## src/rtl/gated_fifo.sv

```systemverilog
module gated_fifo #(
  parameter int WIDTH = 3,
  parameter int DEPTH = 4,
  parameter int NCOND = 2
) (
  input  logic                         clk,
  input  logic                         rst_n,
  input  logic                         parent_gate,
  input  logic [NCOND-1:0]             cond,
  output logic [NCOND:0]               gate_lvl,
  output logic                         domain_on,
  input  logic                         enq_valid,
  input  logic [WIDTH-1:0]             enq_data,
  output logic                         enq_ready,
  input  logic                         deq_en,
  output logic                         deq_ready,
  input  logic                         clr_en,
  output logic                         clr_ready,
  output logic                         first_valid,
  output logic [WIDTH-1:0]             first_data,
  output logic [$clog2(DEPTH+1)-1:0]   count
);
  localparam int AW = (DEPTH > 1) ? $clog2(DEPTH) : 1;
  localparam int CW = $clog2(DEPTH + 1);

  logic [WIDTH-1:0] mem [DEPTH];
  logic [AW-1:0]    rd_ptr, wr_ptr;
  logic             clr_go, enq_go, deq_go;

  function automatic logic [AW-1:0] bump(input logic [AW-1:0] p);
    return (p == AW'(DEPTH - 1)) ? '0 : p + 1'b1;
  endfunction

  always_comb begin
    gate_lvl[0] = parent_gate;
    for (int k = 0; k < NCOND; k++)
      gate_lvl[k+1] = gate_lvl[k] & cond[k];
  end

  assign domain_on   = gate_lvl[NCOND];
  assign enq_ready   = domain_on && (count != CW'(DEPTH));
  assign deq_ready   = domain_on && (count != '0);
  assign clr_ready   = domain_on;
  assign first_valid = (count != '0);
  assign first_data  = mem[rd_ptr];

  assign clr_go = clr_en & clr_ready;
  assign enq_go = enq_valid & enq_ready & ~clr_go;
  assign deq_go = deq_en & deq_ready & ~clr_go;

  always_ff @(posedge clk or negedge rst_n) begin
    if (!rst_n) begin
      rd_ptr <= '0;
      wr_ptr <= '0;
      count  <= '0;
    end else if (domain_on) begin
      if (clr_go) begin
        rd_ptr <= '0;
        wr_ptr <= '0;
        count  <= '0;
      end else begin
        if (enq_go) wr_ptr <= bump(wr_ptr);
        if (deq_go) rd_ptr <= bump(rd_ptr);
        count <= count + CW'(enq_go) - CW'(deq_go);
      end
    end
  end

  always_ff @(posedge clk) begin
    if (domain_on && enq_go) mem[wr_ptr] <= enq_data;
  end
endmodule

```

## config.mk

```make
export PLATFORM = sky130hd
export DESIGN_NAME = gated_fifo
export DESIGN_NICKNAME = d
export VERILOG_FILES = /design/src/rtl/gated_fifo.sv
export SDC_FILE = /design/constraint.sdc
export NUM_CORES = 1
export LEC_CHECK = 0
export ABC_AREA = 1
export BUFFER_PORTS_ARGS = -buffer_cell sky130_fd_sc_hd__buf_2
export CORE_MARGIN = 5
export CORE_UTILIZATION = 35
export DETAILED_ROUTE_END_ITERATION = 10
export SETUP_SLACK_MARGIN = 0.1
export SLEW_MARGIN = 20
export SYNTH_ARGS = -nofsm -noshare
export SYNTH_HDL_FRONTEND = slang
export SYNTH_SLANG_ARGS = --single-unit
```

## constraint.sdc

```tcl
create_clock -name clk -period 3 [get_ports clk]
set_input_delay 0.45 -clock clk [delete_from_list [all_inputs] [get_ports clk]]
set_output_delay 0.45 -clock clk [all_outputs]
set_load 0.01 [all_outputs]
```

**Yosys cells after proc, flatten, opt, wreduce, memory -nomap -nowiden**

Memories as Yosys holds them, arrays and structs flattened.
Index checks and enable logic that the tools add are counted.

- Bits in registers: 7
- Bits in latches: 0
- RAM bits: 12
- Bits in read-only memories: 0
- Bits of input ports: 11
- Output and inout bits: 14
- Logic and storage cells: 36
- Memories: 1

- Add/subtract/negate cells: 4
- Multiply operators: 0
- Divide/modulo/power cells: 0
- Order comparisons: 0
- Equality and inequality tests: 3
- Shift operators: 0
- Muxes and demuxes: 9
- Bitwise operators: 8
- Reductions and logical operators: 8

Memory list:

| memory | words | bits a word | rd ports | clocked after memory_dff | write ports | line | RTL |
|---|---|---|---|---|---|---|---|
| mem | 4 | 3 | 1 | 0 | 1 | 26 | `logic [WIDTH-1:0] mem [DEPTH];` |

Operators with widths:

| kind | count |
|---|---|
| $mux W2 | 6 |
| $and A1 B1 Y1 | 7 |
| $add A2 B1 Y2 const B | 2 |
| $eq A2 B2 Y1 const B | 2 |
| $reduce_and A2 Y1 | 2 |
| $reduce_bool A2 Y1 | 2 |
| $add A3 B1 Y3 | 1 |
| $logic_and A1 B1 Y1 | 3 |
| $mux W3 | 1 |
| $ne A3 B3 Y1 const B | 1 |
| $reduce_bool A3 Y1 | 1 |
| $sub A3 B1 Y3 | 1 |
| $mux W1 | 2 |
| $not A1 Y1 | 1 |

**Depth between registers and ports, before layout**

- Depth in word-level cells: 8
- Gate-level depth with buffers: 12

**Worst setup path after synthesis**

OpenSTA, ideal clock, no wires.

- Path kind: input to register
- From: in cond[1]
- To: reg count[2]
- Library setup time: 0.117 ns
- Arrival: 1.992 ns
- Setup slack: 0.891 ns
- Cell stages on the path: 12
- Cell sequence: inv_1 > nor2_8 > nand3_2 > nor2_1 > ha_1 > inv_1 > ha_1 > inv_1 > fa_1 > a21o_1 > nand3_1 > nand2_1

- Word-level cells in the longest chain between the ends: 7
- Elaborated cells between the ends (all ways): 12

Ends and longest elaborated chain:

| item | line | RTL |
|---|---|---|
| start: declaration | 9 | `input logic [NCOND-1:0] cond,` |
| $and A1 B1 Y1 (*) | 37 | `gate_lvl[k+1] = gate_lvl[k] & cond[k];` |
| named net clr_ready | 18 | `output logic clr_ready,` |
| $logic_and A1 B1 Y1 or $and A1 B1 Y1 (tied branches) | 41, 47 |  |
| $and A1 B1 Y1 or $not A1 Y1 (tied branches) | 48, 49 |  |
| $and A1 B1 Y1 | 48 | `assign enq_go = enq_valid & enq_ready & ~clr_go;` |
| $add A3 B1 Y3 | 64 | `count <= count + CW'(enq_go) - CW'(deq_go);` |
| $sub A3 B1 Y3 | 64 |  |
| $mux W3 | 57 | `if (clr_go) begin` |
| end signal: assignment | 64 |  |
| end: declaration | 21 | `output logic [$clog2(DEPTH+1)-1:0] count` |

The timed path passes the listed nets; every way through them passes the cells marked *.
A chain may end at the register's enable or synchronous reset.

**Final worst setup path**

- From: reg count[1]
- To: reg count[2]

- Word-level cells in the longest chain between the ends: 7
- Elaborated cells between the ends (all ways): 11

Ends and longest elaborated chain:

| item | line | RTL |
|---|---|---|
| $ne A3 B3 Y1 | 41 | `assign enq_ready = domain_on && (count != CW'(DEPTH));` |
| $logic_and A1 B1 Y1 | 41 |  |
| $and A1 B1 Y1 (2 in series) | 48 |  |
| $add A3 B1 Y3 | 64 |  |
| $sub A3 B1 Y3 (*) | 64 |  |
| $mux W3 (*) | 57 |  |

Every way passes the cells marked *; elsewhere a longest branch is shown, timed or not.

==> flow_summary.toml <==
[critical_path]
cp_slowest_cell = "dfrtp_1"
critical-path-top-delay-family = "adder cells"
crit_type = "reg2reg"
crit_path_end_kind = "flip-flop"
crit_buf_inv = 3
critical_path.startpoint_type = "flip-flop"
cp_common_cell = "inv_1"
critPathArrivalTime_ns = 2.40
path_max_fanout = 6
critPathMaxStageDelay_ns = 0.44
crit_required_ns = 3.21
cp_cell_sequence = "inv_1 > nand3_1 > nand4_4 > ha_1 > inv_1 > ha_1 > inv_1 > fa_1 > a21o_1 > nand3_1 > nand2_1"

[global_route]
grt_usage = 0.108
grt_max_degree = 12
antenna_found_initial = 0
grt-ovfl-total = 0
grt_pass1_vias = 815
grt_pass1_wl_um = 3410

[timing]
setup_violations = 0
hold_viol_final = 0
period_share = 0.729
fin_tns_setup_ns = 0
grt_setup_unrepaired = "no"
fin_skew_ns = 0.00850
slew_headroom = 0.799
finalMaxSlewViolations = 0
worst_pin_slew_ns = 0.300
fmax_mhz = 457
period_needed_ns = 2.19

[power]
p_sw_uw = 307
clkPwrFrac = 0.164
internal_power_uw = 490
p_per_area_mw_per_mm2 = 625
leakagePower_uw = 0.000623
p_sw_frac = 0.385
comb_power_share = 0.382
peakVddDrop_mv = 0.396
p_seq_frac = 0.454

[detailed_routing]
drt_wl_total_um = 2120
via_per_inst = 4.57
dr.pass1.iters = 4
ant_nets = 0
drt-initial-drc-count = 34
dr_total_vias = 832
drc = 0
wl_per_cell_um = 11.7

[synthesis]
synth.distinct_cells = 21
netlist_area_mm2 = 0.00109
synthCells = 113
ys_seq_area_frac = 0.491
synth_compound_area_frac = 0.0734
synth-xor-area-share = 0
synth_top_family_by_area = "simple AND/OR/NAND/NOR gates"
synth.area.mux_share = 0
synth_seq_cells = 19
yosys_warnings = 0
synth_nets = 132
synthAdderAreaFrac = 0.0986
synth-simple-area-share = 0.243
syn_avg_cell_area_um2 = 9.66

[flow_run]
drv_cap = 0

[outcome]
status = "finished, final reports clean"

[clocking]
cts_max_level = 1
insertion_delay_ns = 0.30
cts_resized = 0
cts_root_buffer = "clkbuf_4"
cts_buffer_depth = 2
cts_sinks = 19
cts-buffers-inserted = 3
cts_tree = "yes"
clkSlewWorstSetupHoldPaths_ns = 0.11

[die]
num_io_pins = 25
initial_utilization = 0.360
fp-row-count = 20
die_x_um = 65.8
die_area_mm2 = 0.00433
core-area_mm2 = 0.00303
die_h_um = 65.8

[place]
gp_congestion = 0.835
dp.cells = 177
io_buffers = 24
place_hpwl_um = 1710

[layout]
mostFrequentLayoutCells = "buf_2, inv_1, nor2_1, nand2_1, edfxtp_1"
layout.cells.non_filler = 182
mostFrequentLayoutCell = "buf_2"
layout-drive-gt1-share = 0.283
n_antenna_cell = 0
syn_to_final_growth_pct = 17.0
fin_util = 0.421
num-nets-final = 158

[min_path]
hold_class = "in2reg"
synthesized netlist by cell type:
cell,instances,area (um^2)
a21o_1,1,7.51
a31oi_1,2,12.5
buf_4,3,22.5
o21ai_0,7,35.0
nor2_8,1,20.0
nand4_4,1,21.3
buf_2,1,5.00
edfxtp_1,12,360
fa_1,1,20.0
nand3_2,4,40.0
dfrtp_1,7,175
nand3_1,7,35.0
or2_1,1,6.26
nand2_1,14,52.6
inv_2,1,3.75
ha_1,7,87.6
nor2_1,16,60.1
nor2_4,1,11.3
nand2_2,3,18.8
o22ai_1,4,25.0
inv_1,19,71.3
routing by layer:
layer,share of wire,vias up,wire (um),global-route usage
li1,-,416,-,-
met1,0.42,384,883,0.113
met2,0.49,28,1050,0.183
met3,0.073,4,154,0.0425
met4,0.018,0,38,0.0570
met5,0,-,0,0
power by group through the flow:
stage / sequential [uW] / clock [uW] / combinational [uW]
detailed placement: 369 / 0 / 308
global route: 371 / 148 / 349
global placement: 367 / 0 / 299
floorplan: 348 / 0 / 233
CTS: 363 / 139 / 311
finish: 362 / 130 / 305
what timing repair did:
| item | CTS | global route |
|---|---|---|
| setup buffers | 0 | 0 |
| hold buffers | 1 | 0 |
| endpoints found under the hold margin | 7 | 0 |
state kept, by name, summed over array words and instances (netlist names):
signal / flops
rd_ptr: 2
wr_ptr: 2
count: 3
mem: 12
path summary, 6_finish.rpt:
path | startpoint | end | slack [ns] | cells after the start
max | count[1] | count[2] | 0.81 | 11
min | enq_data[0] | mem[3][0] | 0.37 | 1
max reg2reg | count[1] | count[2] | 0.81 | 11
min reg2reg | wr_ptr[1] | wr_ptr[1] | 0.59 | 2
max in group asynchronous | rst_n | count[1] | 2.32 | 2
min in group asynchronous | rst_n | count[0] | 0.51 | 2
metrics by stage:
| stage | hold slack [ns] | area (um^2) | total power, uW | setup slack [ns] |
|---|---|---|---|---|
| 6_report | 0.367 | 1280 | 798 | 0.812 |
| 3_3_place_gp | 0.298 | 1240 | 667 | 0.758 |
| 4_1_cts | 0.357 | 1280 | 813 | 0.791 |
| 2_1_floorplan | 0.154 | 1090 | 581 | 0.891 |
| 3_5_place_dp | 0.301 | 1240 | 677 | 0.683 |
| 5_1_grt | 0.356 | 1280 | 868 | 0.679 |
cells by family (layout without fill, tap and decap cells):
| group | after synthesis | count (layout) |
|---|---|---|
| AOI/OAI and AO/OA | 14 | 14 |
| adders and majority gates | 8 | 8 |
| and+or+nand+nor | 48 | 48 |
| buffers and inverters | 24 | 49 |
| DFF | 19 | 19 |
final cells by class:
cell class	instances	area [um^2]
clock inverter	1	5.00
timing repair buffer	25	130
sequential	19	536
tap	44	55.1
multi-input combinational	70	453
inverter	20	75.1
fill	295	1750
clock buffer	3	22.5
Note: power is estimated with default switching activity, not from simulation.
